$ cat src/rtl/adc_rd_pkg.sv
package adc_rd_pkg;
  typedef enum logic [2:0] {
    ST_IDLE,
    ST_SETUP,
    ST_HIGH,
    ST_WAITS,
    ST_LOW
  } rd_state_t;
endpackage

$ cat src/rtl/adc_rd_timer.sv
// Phase counter: counts from zero, hit when the count equals the limit.
module adc_rd_timer #(
  parameter int CW = 8
) (
  input  logic          clk,
  input  logic          rst,
  input  logic          clr,
  input  logic [CW-1:0] lim,
  output logic          hit
);
  logic [CW-1:0] cnt;

  always_ff @(posedge clk) begin
    if (rst || clr) cnt <= '0;
    else            cnt <= cnt + 1'b1;
  end

  assign hit = (cnt == lim);
endmodule

$ cat src/rtl/adc_rd_shifter.sv
// MSB-first capture register.
module adc_rd_shifter #(
  parameter int W = 20
) (
  input  logic         clk,
  input  logic         rst,
  input  logic         en,
  input  logic         din,
  output logic [W-1:0] q
);
  always_ff @(posedge clk) begin
    if (rst)     q <= '0;
    else if (en) q <= {q[W-2:0], din};
  end
endmodule

$ cat src/rtl/adc_word_reader.sv
module adc_word_reader
  import adc_rd_pkg::*;
#(
  parameter int W  = 20,
  parameter int CW = 8
) (
  input  logic          clk,
  input  logic          rst,
  input  logic          start,
  input  logic          drdy_n,
  input  logic          cancel,
  input  logic          sdata,
  input  logic [CW-1:0] cfg_half,
  input  logic [CW-1:0] cfg_setup,
  input  logic [CW-1:0] cfg_dly,
  input  logic [CW-1:0] cfg_last_dly,
  input  logic [CW-1:0] cfg_tz_dly,
  output logic          cs_n,
  output logic          sclk,
  output logic [W-1:0]  word,
  output logic          word_valid,
  output logic          abort_err,
  output logic          timing_viol
);
  localparam int PULSES = W - 1;
  localparam int BW     = $clog2(W);

  rd_state_t     state;
  logic [CW-1:0] lim;
  logic          hit;
  logic          clr;
  logic          shift_en;
  logic [W-1:0]  sh;
  logic [BW-1:0] nbits;
  logic          last_bit;
  logic          busy;

  assign busy     = (state != ST_IDLE);
  assign last_bit = (nbits == BW'(PULSES - 1));

  always_comb begin
    case (state)
      ST_SETUP:       lim = cfg_setup;
      ST_HIGH, ST_LOW: lim = cfg_half;
      ST_WAITS:       lim = last_bit ? cfg_last_dly : cfg_dly;
      default:        lim = '0;
    endcase
  end

  assign clr      = !busy || hit || cancel;
  assign shift_en = busy && !cancel && hit &&
                    (state == ST_SETUP || state == ST_WAITS);

  adc_rd_timer #(.CW(CW)) u_timer (
    .clk (clk),
    .rst (rst),
    .clr (clr),
    .lim (lim),
    .hit (hit)
  );

  adc_rd_shifter #(.W(W)) u_shift (
    .clk (clk),
    .rst (rst),
    .en  (shift_en),
    .din (sdata),
    .q   (sh)
  );

  always_ff @(posedge clk) begin
    if (rst) begin
      state       <= ST_IDLE;
      cs_n        <= 1'b1;
      sclk        <= 1'b0;
      word        <= '0;
      word_valid  <= 1'b0;
      abort_err   <= 1'b0;
      timing_viol <= 1'b0;
      nbits       <= '0;
    end else begin
      word_valid <= 1'b0;
      abort_err  <= 1'b0;
      if (cancel && busy) begin
        state     <= ST_IDLE;
        cs_n      <= 1'b1;
        sclk      <= 1'b0;
        abort_err <= 1'b1;
      end else begin
        case (state)
          ST_IDLE: begin
            if (start && !drdy_n) begin
              state <= ST_SETUP;
              cs_n  <= 1'b0;
              nbits <= '0;
            end
          end
          ST_SETUP: begin
            if (hit) begin
              sclk  <= 1'b1;
              state <= ST_HIGH;
            end
          end
          ST_HIGH: begin
            if (hit) begin
              sclk  <= 1'b0;
              state <= ST_WAITS;
            end
          end
          ST_WAITS: begin
            if (hit) begin
              if (last_bit) begin
                state      <= ST_IDLE;
                cs_n       <= 1'b1;
                word       <= {sh[W-2:0], sdata};
                word_valid <= 1'b1;
                if (cfg_last_dly >= cfg_tz_dly) timing_viol <= 1'b1;
              end else begin
                nbits <= nbits + 1'b1;
                state <= ST_LOW;
              end
            end
          end
          ST_LOW: begin
            if (hit) begin
              sclk  <= 1'b1;
              state <= ST_HIGH;
            end
          end
          default: state <= ST_IDLE;
        endcase
      end
    end
  end
endmodule

$ cat config.mk
export PLATFORM = sky130hd
export DESIGN_NAME = adc_word_reader
export DESIGN_NICKNAME = d
export VERILOG_FILES = /design/src/rtl/adc_rd_pkg.sv /design/src/rtl/adc_rd_timer.sv /design/src/rtl/adc_rd_shifter.sv /design/src/rtl/adc_word_reader.sv
export SDC_FILE = /design/constraint.sdc
export NUM_CORES = 1
export LEC_CHECK = 0
export BUFFER_PORTS_ARGS = -buffer_cell sky130_fd_sc_hd__buf_4
export CAP_MARGIN = 0
export CORE_MARGIN = 2
export CORE_UTILIZATION = 34
export DETAILED_ROUTE_END_ITERATION = 8
export HOLD_SLACK_MARGIN = 0.1
export PLACE_DENSITY = 0.57
export SLEW_MARGIN = 20
export SYNTH_ARGS = -nofsm -noshare
export SYNTH_HDL_FRONTEND = slang
export SYNTH_HIERARCHICAL = 1
export SYNTH_SLANG_ARGS = --single-unit
$ cat constraint.sdc
create_clock -name clk -period 7.5 [get_ports clk]
set_input_delay 0.375 -clock clk [delete_from_list [all_inputs] [get_ports clk]]
set_output_delay 0.375 -clock clk [all_outputs]
set_load 0.02 [all_outputs]
==> results of run 1 <==
[placed cells by master (no fill, tap or decap), types with 3 or more instances in the layout]
cell type,count
sky130_fd_sc_hd__clkbuf_8,10
sky130_fd_sc_hd__a31oi_1,4
sky130_fd_sc_hd__o21ai_0,15
sky130_fd_sc_hd__o311ai_1,3
sky130_fd_sc_hd__nand2b_1,7
sky130_fd_sc_hd__a21oi_1,14
sky130_fd_sc_hd__or3_1,3
sky130_fd_sc_hd__nand3_1,10
sky130_fd_sc_hd__mux2i_1,39
sky130_fd_sc_hd__dfxtp_1,60
sky130_fd_sc_hd__a211o_1,4
sky130_fd_sc_hd__and3_1,5
sky130_fd_sc_hd__inv_1,10
sky130_fd_sc_hd__buf_4,71
sky130_fd_sc_hd__a221o_1,4
sky130_fd_sc_hd__nand2_1,24
sky130_fd_sc_hd__nand4_1,4
sky130_fd_sc_hd__nor2_1,57
sky130_fd_sc_hd__ha_1,11
sky130_fd_sc_hd__xnor2_1,9
sky130_fd_sc_hd__nor2b_1,4
[layer usage]
metal	vias up	share of wire (%)
met1	1163	47
met5	-	0
met3	8	6.5
li1	1318	-
met4	0	1.5
met2	88	45
[where the power goes]
group	leakage (nW)	internal (mW)	switching, mW
Combinational	1.09	0.0890	0.108
Sequential	0.484	0.328	0.0210
Clock	0.107	0.196	0.117
Total	1.68	0.613	0.246
[state kept, by name, summed over array words and instances, names as in the netlist]
name	cells
nbits	5
timing_viol	1
abort_err	1
u_shift/q	19
cs_n	1
word	20
state	3
u_timer/cnt	8
word_valid	1
sclk	1
[worst max-delay path by stage]
stage,to,start,cells past startpoint
after global placement,word[14],state[1],11
final,word[8],state[1],11
after detailed placement,word[8],state[1],11
after floorplan,word[0],nbits[0],16
after CTS,word[8],state[1],11
after global routing,word[13],state[1],11
[cell type report]
class	instances	area, µm²	share of cell area [%]
sequential	60	1200	31.8
multi-input combinational	249	1650	43.7
inverter	11	41.3	1.09
clock buffer	12	145	3.84
timing repair buffer	71	533	14.1
tap	108	135	3.58
clock inverter	4	72.6	1.92
[critical path, cell delays in order, from the launching register on]
cell and delay [ns]:
sky130_fd_sc_hd__dfxtp_1 0.91, sky130_fd_sc_hd__nand3b_1 0.36, sky130_fd_sc_hd__nor2_1 0.35, sky130_fd_sc_hd__a221o_1 0.23, sky130_fd_sc_hd__xnor2_1 0.13, sky130_fd_sc_hd__nand4_1 0.11
sky130_fd_sc_hd__nor2_1 0.45, sky130_fd_sc_hd__and4bb_2 0.77, sky130_fd_sc_hd__nand3_1 0.16, sky130_fd_sc_hd__buf_4 0.30, sky130_fd_sc_hd__mux2i_1 0.19, sky130_fd_sc_hd__nor2_1 0.06
[through the flow]
| stage | instance area (µm²) | total power [mW] | std cells | utilization [%] |
|---|---|---|---|---|
| finish | 3780 | 0.860 | 515 | 43.8 |
| global route | 3780 | 0.912 | 515 | 43.8 |
| CTS | 3780 | 0.872 | 515 | 43.8 |
| detailed placement | 3560 | 0.554 | 499 | 41.2 |
| global placement | 3560 | 0.554 | 499 | 41.2 |
| floorplan | 2990 | 0.506 | 339 | - |
==> impl_metrics.yaml, run 1 <==
grt:
  global_route.peak_usage_layer: "met2"
  grt_first_pass_wirelength_um: 11500
  grt_use_met2_pct: 23.5
  pin_count_of_the_biggest_net_entering_global_routing: 46
  gr_layer_usage_met1_pct: 19.0
  grt_overflow_total: 0
  met3_usage_pct: 3.72
  via_count_of_the_first_global_routing_pass: 2437
  globalRouteTotalUtil_pct: 14.7
  number_of_antenna_violations_at_the_first_check_in_global_routing: 0
sta:
  setup-violations-final: 0
  report.final.slew_viol_count: 0
  worstMarginPinSlew_ns: 0.902
  post-route-period-util_pct: 55.4
  setup_ws_final_ns: 3.34
  timing_hold_violations_final: 0
  whs_ns: 0.296
  timing.max_slew.rel_slack_pct: 39.8
  setup-tns-final_ns: 0
  final_period_minus_worst_setup_slack_ns: 4.16
  rsz0062_at_grt: "no"
  highest_attainable_clock_frequency_mhz: 241
  final.setup_skew_ns: 0.00705
flow_run:
  cap_violations: 0
route:
  post_drt_via_cell_ratio: 5.00
  drtPass1Iterations: 4
  totalWireLength_um: 6990
  vias: 2577
  post-route-drc-count: 0
  ant_nets: 0
  drt-initial-drc-count: 101
  avgRoutedWirePerCell_um: 13.6
critical_path:
  timing.critical_path.arrival_ns: 4.35
  critical_path_required_ns: 7.70
  rr_worst_depth: 11
  critical_path_class: "reg -> reg"
  crit_path_max_fanout: 34
  worst_setup_path_start_kind: "register"
  timing.rr.end: "word[8]"
  reg2reg_setup_slack_ns: 3.34
  critical_path_sink_type: "register"
  rr_startpoint: "state[1]"
hold_path:
  hold_path.class: "in -> reg"
  holdPathEnd: "word[0]"
  hold_path_depth: 3
  hold_path_startpoint: "sdata"
cells_and_area:
  diodes: 0
  area_delta_synth_final_pct: 26.4
  design.final.nets: 459
  final_layout_size_suffix_gt1_share_pct: 22.9
  filler_cell_count: 881
floorplan:
  die_height_um: 97.8
  initial_core_utilization_pct: 34.6
  core_region_area_um2: 8640
  design.die.area_um2: 9560
  placementRows: 34
  die_width_um: 97.8
  num_io_pins: 71
placement:
  count_of_input_and_output_buffers: 70
  gp_congestion: 0.814
  worst_slack_after_detailed_placement_ns: 3.31
  hpwlAfterDp_um: 5150
synthesis:
  synth_cells: 339
  netlist_area_um2: 2990
  syn_nets: 396
  yosysWarnings: 6
  post_synth.cell_area_avg_um2: 8.82
status:
  result_of_the_run: "complete, no violations"
clock_tree:
  clock_latency_ns: 0.33
  post_cts_resized: 0
  hold_buffers: 0
  cts_sinks: 60
  clock_root_cell: "sky130_fd_sc_hd__clkbuf_8"
  tritoncts: "built"
  bufs_on_longest_clock_path: 2
  numCtsBuffers: 9
  post-cts-setup-buffer-count: 0
  clk_transition_reported_paths_ns: 0.07
  clock_tree.htree_level_count: 3
power:
  power_density_over_the_cells_nw_per_um2: 227
  irDropWorstVdd_uv: 105
  leak_pwr_nw: 1.68
Note: power is estimated with default switching activity, not from simulation.
==> run 2, diff against run 1 <==
--- a/config.mk
+++ b/config.mk
@@ -11,7 +11,7 @@
 export CORE_UTILIZATION = 34
 export DETAILED_ROUTE_END_ITERATION = 8
 export HOLD_SLACK_MARGIN = 0.1
-export PLACE_DENSITY = 0.57
+export PLACE_DENSITY = 0.59
 export SLEW_MARGIN = 20
 export SYNTH_ARGS = -nofsm -noshare
 export SYNTH_HDL_FRONTEND = slang
==> constraint.sdc (replaced) <==
create_clock -name clk -period 3.6 [get_ports clk]
set_input_delay 0.18 -clock clk [delete_from_list [all_inputs] [get_ports clk]]
set_output_delay 0.18 -clock clk [all_outputs]
set_load 0.02 [all_outputs]
==> run 2 against run 1 <==
Critical path depth up 4. Via count up 3.5%. Clock-buffer cell count unchanged. Utilization up 0.32 points. Non-clock buffer count up 7. Sequential cell count unchanged. Power up 100%. Die area unchanged. Fmax up 31%. Highest routed layer unchanged.
==> impl_metrics.yaml, run 2 (synthesis gave the netlist of run 1 again) <==
cells_and_area:
  most_frequent_standard_cell_in_the_layout_excluding_fill_and_tap_cells: "sky130_fd_sc_hd__buf_4"
  final_layout_size_suffix_gt1_share_pct: 24.2
  seqCellArea_um2: 1200
  largest_reg_flops: 20
  area_delta_synth_final_pct: 27.3
  area_taken_by_multi_input_logic_gates_um2: 1650
  fin_cells: 522
  largestRegisters: "word x20, u_shift/q x19, u_timer/cnt x8"
  final_area_um2: 3810
  final_core_util_pct: 44.1
  design.final.nets: 466
  mostFrequentLayoutCells: "sky130_fd_sc_hd__buf_4, sky130_fd_sc_hd__dfxtp_1, sky130_fd_sc_hd__nor2_1, sky130_fd_sc_hd__mux2i_1, sky130_fd_sc_hd__nand2_1"
  diodes: 0
  filler_cell_count: 875
  top_register: "word"
clock_tree:
  post_cts_resized: 0
  cts_sinks: 60
  clock_root_cell: "sky130_fd_sc_hd__clkbuf_8"
  clock_tree.htree_level_count: 3
  clock_latency_ns: 0.34
  bufs_on_longest_clock_path: 2
  numCtsBuffers: 9
  tritoncts: "built"
  clk_transition_reported_paths_ns: 0.07
floorplan:
  die_height_um: 97.8
  num_io_pins: 71
  initial_core_utilization_pct: 34.6
  design.die.area_um2: 9560
  die_width_um: 97.8
  core_region_area_um2: 8640
  placementRows: 34
sta:
  rsz0062_at_grt: "no"
  timing_hold_violations_final: 0
  report.final.slew_viol_count: 0
  post-route-period-util_pct: 87.9
  timing.max_slew.rel_slack_pct: 65.5
  setup-tns-final_ns: 0
  highest_attainable_clock_frequency_mhz: 316
  final.setup_skew_ns: 0.00622
  final_period_minus_worst_setup_slack_ns: 3.17
  worstMarginPinSlew_ns: 0.512
  setup-violations-final: 0
hold_path:
  hold_path_depth: 5
  holdPathEnd: "state[0]"
  hold_path_startpoint: "start"
  hold_path.class: "in -> reg"
grt:
  number_of_antenna_violations_at_the_first_check_in_global_routing: 0
  pin_count_of_the_biggest_net_entering_global_routing: 46
  grt_overflow_total: 0
  globalRouteTotalUtil_pct: 15.6
  grt_first_pass_wirelength_um: 12200
  via_count_of_the_first_global_routing_pass: 2522
critical_path:
  rr_worst_depth: 15
  critical_path_sink_type: "register"
  worst_setup_path_start_kind: "register"
  timing.critical_path.arrival_ns: 3.38
  reg2reg_setup_slack_ns: 0.43
  timing.rr.end: "nbits[2]"
  critical_path_required_ns: 3.81
  rr_startpoint: "nbits[0]"
  critical_path_class: "reg -> reg"
  crit_path_max_fanout: 9
placement:
  post_dp_cell_area_um2: 3600
  dp.cells: 504
  count_of_input_and_output_buffers: 70
  gp_congestion: 0.841
  hpwlAfterDp_um: 5370
power:
  irDropWorstVdd_uv: 277
  leak_pwr_nw: 1.71
  power_density_over_the_cells_nw_per_um2: 456
route:
  drt-initial-drc-count: 171
  post-route-drc-count: 0
  vias: 2668
  post_drt_via_cell_ratio: 5.11
  totalWireLength_um: 7400
  drtPass1Iterations: 4
  ant_nets: 0
  avgRoutedWirePerCell_um: 14.2
status:
  result_of_the_run: "complete, no violations"
flow_run:
  cap_violations: 0
run 2: cell count changes in the layout (fill, tap and decap cells not counted), sizes merged:
| cell | change |
|---|---|
| buf | +5 |
| dlygate4sd3 | +2 |
| bufinv | -2 |
| clkinv | +2 |
run 2: critical path: stages, from the launching register on:
cell	delay [ns]
sky130_fd_sc_hd__dfxtp_1	0.35
sky130_fd_sc_hd__inv_1	0.07
sky130_fd_sc_hd__ha_1	0.16
sky130_fd_sc_hd__nand4bb_1	0.28
sky130_fd_sc_hd__buf_4	0.28
sky130_fd_sc_hd__nand2_1	0.07
sky130_fd_sc_hd__a31oi_1	0.08
sky130_fd_sc_hd__a211o_1	0.32
sky130_fd_sc_hd__xnor2_1	0.17
sky130_fd_sc_hd__nand4_1	0.11
sky130_fd_sc_hd__nor2_1	0.21
sky130_fd_sc_hd__buf_4	0.19
sky130_fd_sc_hd__nand3_1	0.10
sky130_fd_sc_hd__a21o_1	0.24
sky130_fd_sc_hd__o311ai_1	0.30
sky130_fd_sc_hd__o41ai_1	0.11
run 2: stage by stage:
step | hold WS (ns) | power [mW] | setup WS [ns]
floorplan | 0.294 | 1.05 | 0.659
global placement | 0.429 | 1.19 | 0.538
detailed placement | 0.456 | 1.19 | 0.484
finish | 0.266 | 1.74 | 0.434
global route | 0.285 | 1.85 | 0.160
CTS | 0.261 | 1.76 | 0.433
run 2: cell type report:
cell class | count | share of cell area [%]
clock buffer | 12 | 4.34
tap | 108 | 3.55
multi-input combinational | 249 | 43.4
clock inverter | 4 | 0.592
sequential | 60 | 31.6
inverter | 11 | 1.08
timing repair buffer | 78 | 15.5
run 2: where the power goes:
part / internal, mW / switching [mW]
clock: 0.302 / 0.259
combinational: 0.213 / 0.249
sequential: 0.684 / 0.0294
run 2: what timing repair did:
item                                   CTS  global route
hold buffers                             2             0
endpoints found under the hold margin    2             0
buffers inserted                         0             0
run 2: per-layer routing:
metal	share of wire, %	vias to the layer above	wire, µm	global-route usage, %
met4	1.7	0	125	5.34
li1	-	1328	-	-
met3	7.1	11	524	4.65
met1	47	1236	3490	21.2
met5	0	-	0	0
met2	44	93	3260	23.9
run 2: worst max-delay path by stage:
| stage | from | slack [ns] | endpoint | depth (start not counted) |
|---|---|---|---|---|
| finish | nbits[0] | 0.43 | nbits[2] | 15 |
| CTS | nbits[0] | 0.43 | nbits[2] | 15 |
| floorplan | nbits[0] | 0.66 | word[0] | 16 |
| global placement | nbits[0] | 0.54 | u_shift/q[10] | 14 |
| detailed placement | nbits[0] | 0.48 | nbits[4] | 15 |
| global route | nbits[0] | 0.16 | nbits[4] | 15 |
